$ cat src/rtl/timer_ctl_if.sv
`timescale 1ns/1ps
module timer_ctl_if #(
  parameter int NCH = 3
) (
  input  logic               clk,
  input  logic               rst_n,
  input  logic [1:0]         addr,
  input  logic               wr_en,
  input  logic               rd_en,
  input  logic [7:0]         wdata,
  output logic [7:0]         rdata,
  input  logic [NCH*16-1:0]  live_count,
  input  logic [NCH-1:0]     ch_out,
  input  logic [NCH-1:0]     load_ack,
  output logic [NCH*16-1:0]  load_val,
  output logic [NCH-1:0]     load_stb
);
  localparam int W = 16;

  logic       ctl_wr;
  logic       is_snap;
  logic [1:0] sel;
  logic [7:0] chan_byte [NCH];
  logic [NCH-1:0] st_pend_v;
  logic [NCH-1:0] lat_busy_v;

  assign ctl_wr  = wr_en && (addr == 2'd3);
  assign sel     = wdata[7:6];
  assign is_snap = (sel == 2'd3);

  for (genvar gi = 0; gi < NCH; gi++) begin : g_ch
    logic [1:0]   acc_q;
    logic [2:0]   mode_q;
    logic         bcd_q;
    logic         rd_hi_q, wr_hi_q;
    logic [7:0]   hold_q;
    logic [W-1:0] lat_q;
    logic [1:0]   lat_st_q;
    logic         st_pend_q;
    logic [7:0]   st_q;
    logic         null_q;
    logic [W-1:0] ld_val_q;
    logic         ld_stb_q;

    logic         set_ctl, latch_cnt, latch_st, cnt_wr, cnt_rd, do_load;
    logic [W-1:0] live, new_val;
    logic [7:0]   status_now;

    assign live       = live_count[gi*W +: W];
    assign set_ctl    = ctl_wr && !is_snap && (sel == 2'(gi)) && (wdata[5:4] != 2'd0);
    assign latch_cnt  = ctl_wr && (is_snap ? (wdata[1+gi] && !wdata[5])
                                           : ((sel == 2'(gi)) && (wdata[5:4] == 2'd0)));
    assign latch_st   = ctl_wr && is_snap && wdata[1+gi] && !wdata[4];
    assign cnt_wr     = wr_en && (addr == 2'(gi));
    assign cnt_rd     = rd_en && (addr == 2'(gi));
    assign do_load    = cnt_wr && ((acc_q != 2'd3) || wr_hi_q);
    assign new_val    = (acc_q == 2'd1) ? {8'h00, wdata} :
                        (acc_q == 2'd2) ? {wdata, 8'h00} : {wdata, hold_q};
    assign status_now = {ch_out[gi], null_q, acc_q, mode_q, bcd_q};

    always_comb begin
      if (st_pend_q)                 chan_byte[gi] = st_q;
      else if (lat_st_q != 2'd0)     chan_byte[gi] = (lat_st_q == 2'd2) ? lat_q[15:8] : lat_q[7:0];
      else if (acc_q == 2'd1)        chan_byte[gi] = live[7:0];
      else if (acc_q == 2'd2)        chan_byte[gi] = live[15:8];
      else                           chan_byte[gi] = rd_hi_q ? live[15:8] : live[7:0];
    end

    always_ff @(posedge clk) begin
      if (!rst_n) begin
        acc_q     <= 2'd3;
        mode_q    <= 3'd0;
        bcd_q     <= 1'b0;
        rd_hi_q   <= 1'b0;
        wr_hi_q   <= 1'b0;
        hold_q    <= 8'h00;
        lat_q     <= '0;
        lat_st_q  <= 2'd0;
        st_pend_q <= 1'b0;
        st_q      <= 8'h00;
        null_q    <= 1'b0;
        ld_val_q  <= '0;
        ld_stb_q  <= 1'b0;
      end else begin
        if (set_ctl) begin
          acc_q   <= wdata[5:4];
          mode_q  <= wdata[3:1];
          bcd_q   <= wdata[0];
          rd_hi_q <= 1'b0;
          wr_hi_q <= 1'b0;
        end

        if (cnt_rd) begin
          if (st_pend_q)                st_pend_q <= 1'b0;
          else if (lat_st_q != 2'd0)    lat_st_q  <= (lat_st_q == 2'd3) ? 2'd2 : 2'd0;
          else if (acc_q == 2'd3)       rd_hi_q   <= !rd_hi_q;
        end

        if (latch_cnt && lat_st_q == 2'd0) begin
          lat_q    <= live;
          lat_st_q <= acc_q;
        end
        if (latch_st && !st_pend_q) begin
          st_q      <= status_now;
          st_pend_q <= 1'b1;
        end

        if (cnt_wr && acc_q == 2'd3) begin
          if (!wr_hi_q) hold_q <= wdata;
          wr_hi_q <= !wr_hi_q;
        end

        ld_stb_q <= do_load;
        if (do_load) ld_val_q <= new_val;
        if (do_load)          null_q <= 1'b1;
        else if (load_ack[gi]) null_q <= 1'b0;
      end
    end

    assign load_val[gi*W +: W] = ld_val_q;
    assign load_stb[gi]        = ld_stb_q;
    assign st_pend_v[gi]       = st_pend_q;
    assign lat_busy_v[gi]      = (lat_st_q != 2'd0);
  end

  always_comb begin
    rdata = 8'h00;
    for (int i = 0; i < NCH; i++)
      if (rd_en && addr == 2'(i)) rdata = chan_byte[i];
  end
endmodule

$ cat config.mk
export PLATFORM = sky130hd
export DESIGN_NAME = timer_ctl_if
export DESIGN_NICKNAME = d
export VERILOG_FILES = /design/src/rtl/timer_ctl_if.sv
export SDC_FILE = /design/constraint.sdc
export NUM_CORES = 1
export LEC_CHECK = 0
export BUFFER_PORTS_ARGS = -buffer_cell sky130_fd_sc_hd__buf_2
export CAP_MARGIN = 10
export CORE_MARGIN = 2
export CORE_UTILIZATION = 40
export CTS_CLUSTER_DIAMETER = 200
export DETAILED_ROUTE_END_ITERATION = 8
export REMOVE_ABC_BUFFERS = 1
export SKIP_LAST_GASP = 1
export SLEW_MARGIN = 20
export SYNTH_ARGS = -nofsm -noshare
export SYNTH_HDL_FRONTEND = slang
export SYNTH_SLANG_ARGS = --single-unit
$ cat constraint.sdc
create_clock -name clk -period 2.1 [get_ports clk]
set_input_delay 0.315 -clock clk [delete_from_list [all_inputs] [get_ports clk]]
set_output_delay 0.315 -clock clk [all_outputs]
set_load 0.02 [all_outputs]
==> impl_metrics.toml <==
[final_layout]
synthToLayoutAreaGrowth_pct = 23.9
drive_gt1_frac = 0.268
instances_no_fill = 1436
n_fill_cell = 2075
nNetsFinal = 1210
final_cell_area_sq_um = 11100

[clock_network]
numCtsBuffers = 17
clk_latency_ns = 0.44
cts_root_buffer = "clkbuf_16"
cts_sinks = 183
clk_path_buf_depth = 2
htreeDepth = 4
cts_tree = "done"
hold_buffers = 0
cts.clk_slew.worst_paths_ns = 0.07

[timing]
timing_hold_violations_final = 0
setup-violations-final = 8
worst_slack_ns = -0.409
fmax_mhz = 399
finalCritPeriodShare = 1.19
finalCriticalPeriod_ns = 2.51
slew_violations = 0
slew_headroom = 0.633
tightest_slew_ns = 0.549
clock_skew_ns = 0.00861
rsz0062_at_grt = "true"

[placed_design]
place.detailed.hpwl_mm = 17.2
portBuffers = 126
dpl_cell_area_sq_um = 10300
gp_congestion = 0.865
dp.cells = 1402

[global_route]
antenna_found_initial = 1
track_usage = 0.208
grt_pass1_vias = 7347
overflow = 0
grt_start_max_net_pins = 80
grt_pass1_wl_mm = 39.6

[synth]
synth_simple_gate_area_frac = 0.222
synth_compound_area_frac = 0.180
yosysWarnings = 0
syn_area_per_cell_sq_um = 9.00
synthArstFlopShare = 0
synthXorXnorAreaFrac = 0
ys_seq_elements = 183
yosys_most_used_dff = "dfxtp_1"
synth_top_area_cell = "dfxtp_1"
yosys.area.top_type_share = 0.411
ys_seq_area_frac = 0.411
synth.top_cells.by_area = "dfxtp_1 (41%), mux2i_1 (12%), nor2b_1 (7.3%)"
synth_edf_count = 0
netlist_instances = 991
synth_mux_area_frac = 0.136
synth_cell_types = 61
synth_fa_ha_area_frac = 0
netlist_area_sq_um = 8920
synth_top_family_by_area = "simple AND/OR/NAND/NOR gates"

[drt]
num_vias = 7627
drcViolationCount = 0
wl_per_cell_microns = 17.2
drt_wl_total_mm = 24.7
drtPass1Iterations = 5
first_iter_violations = 446
via_per_inst = 5.31
ant_nets = 0

[critical_path]
setup.worst_path.end_class = "primary output"
r2r-start = "g_ch[2].acc_q[1]"
criticalPathCategory = "register to primary output"
reg2reg_to = "g_ch[2].ld_val_q[15]"
r2r_slack_ns = 0.25
crit_start = "g_ch[1].lat_st_q[0]"
crit_path_end = "rdata[0]"
reg2regPathDepth = 6
arrival_ns = 2.19
cp.required_ns = 1.78
cp-start-kind = "register"
cp_max_fo = 7

[power]
power-per-cell-area_nw_per_um2 = 680
p_total_mw = 7.52
leakage_nw = 4.51
peakVddDrop_mv = 0.454

[die]
core_sq_um = 21800
dieArea_sq_um = 23500
initial_core_util = 0.409
ios = 127
die_h_microns = 153
die_x_microns = 153
num_rows = 54

[min_path]
holdPathStages = 3
worst_hold_path_type = "input pin to register"

[run_status]
violations = "negative setup slack"
status = "finished with violations"

[flow_run]
max-cap-violations = 0
[cells in the mapped netlist (7+ instances only)]
cell      number
buf_4         10
a21oi_1       33
o21ai_0       41
a21boi_0      26
and2_1         9
a211o_1        7
buf_2         22
nand3_1       21
o211ai_1      11
inv_1         12
nand2_1      106
o221ai_1       7
buf_1          8
a22o_1        20
a21boi_1      12
nor2b_1      104
nand2b_1       7
nor3b_1       17
nor2_1        42
clkbuf_1      50
nor3_1        23
mux2_2        14
dfxtp_1      183
o211a_1       10
a221oi_1      23
o31ai_1        7
mux2i_1      105
[cell usage in the layout, fill, tap and decap left out, types with 9 or more instances in the layout]
master,netlist,layout
and2_1,9,9
mux2i_1,105,105
a21boi_0,26,26
a221oi_1,23,16
buf_4,10,94
o211a_1,10,10
clkbuf_16,0,17
o211ai_1,11,11
nor3b_1,17,17
nand2_1,106,106
a22o_1,20,20
mux2_2,14,14
dfxtp_1,183,177
nor3_1,23,21
o21ai_0,41,35
a21boi_1,12,12
nor2_1,42,42
nand3_1,21,21
buf_2,22,117
nor2b_1,104,102
a21oi_1,33,33
inv_1,12,12
[per-layer routing]
metal,part of all wire,GRT usage,routed length [microns]
met4,0.018,0.0657,457
met5,0,0,0
met3,0.046,0.0459,1140
met2,0.45,0.324,11200
met1,0.48,0.288,12000
[metrics by stage]
step	worst slack, ns	setup TNS [ns]	utilization	hold WS (ns)
2_1_floorplan	-0.421	-2.51	-	0.377
3_3_place_gp	-0.173	-0.636	0.472	0.437
3_5_place_dp	-0.120	-0.643	0.472	0.444
4_1_cts	-0.384	-2.75	0.504	0.115
5_1_grt	-0.485	-3.34	0.506	0.133
6_report	-0.409	-2.68	0.506	0.135
[kinds of logic (layout without fill, tap and decap cells)]
logic type	after synthesis	after routing
AND/OR/NAND/NOR	362	362
flip-flops	183	183
other	0	1
multiplexers	119	119
AO/OA/AOI/OAI	223	223
buffers and inverters	104	268
[state kept, by name (all words and copies together), names as in the netlist]
name,cells
g_ch.bcd_q,3
g_ch.acc_q,6
g_ch.mode_q,9
g_ch.st_q,24
g_ch.null_q,3
g_ch.rd_hi_q,3
g_ch.wr_hi_q,3
g_ch.ld_stb_q,3
g_ch.lat_st_q,6
g_ch.hold_q,24
g_ch.ld_val_q,48
g_ch.lat_q,48
g_ch.st_pend_q,3
[where the power goes]
part           switching (mW)  leakage [nW]  total [mW]  internal (mW)
Sequential             0.0355          1.48        3.55           3.51
Combinational           0.416          2.75       0.769          0.353
Clock                    1.50         0.278        3.20           1.70
Total                    1.95          4.51        7.52           5.57
[how the worst min path moves through the flow]
stage                      startpoint           endpoint  slack, ns
floorplan                       rst_n   g_ch[0].acc_q[0]       0.38
global placement    g_ch[0].lat_q[10]  g_ch[0].lat_q[10]       0.44
detailed placement  g_ch[0].lat_q[10]  g_ch[0].lat_q[10]       0.44
CTS                     live_count[8]   g_ch[0].lat_q[8]       0.12
global route           live_count[14]  g_ch[0].lat_q[14]       0.13
finish                 live_count[12]  g_ch[0].lat_q[12]       0.13
[worst max-delay path, stage by stage (launching register included)]
cell and delay (ns):
dfxtp_2 0.32, nor3b_2 0.16, buf_4 0.17, o221ai_1 0.12, a211o_1 0.24, a22o_1 0.22, a221oi_2 0.34, buf_4 0.20
[timing repair]
| item | 4_1_cts | 5_1_grt |
|---|---|---|
| pin swaps | 8 | 10 |
| gates cloned | 0 | 0 |
| gates resized for setup | 34 | 14 |
| setup buffers | 0 | 1 |
| endpoints found under the setup margin | 8 | 8 |
[layout make-up]
class	instances	area, sq um	share of cell area
inverters	13	48.8	0.00442
clock buffers	18	439	0.0397
well taps	280	350	0.0317
diodes	1	2.50	0.000226
multi-input cells	704	4900	0.444
clock inverters	14	141	0.0128
repair buffers	223	1490	0.135
flip-flops and latches	183	3680	0.333
(Power assumes the default switching activity.)
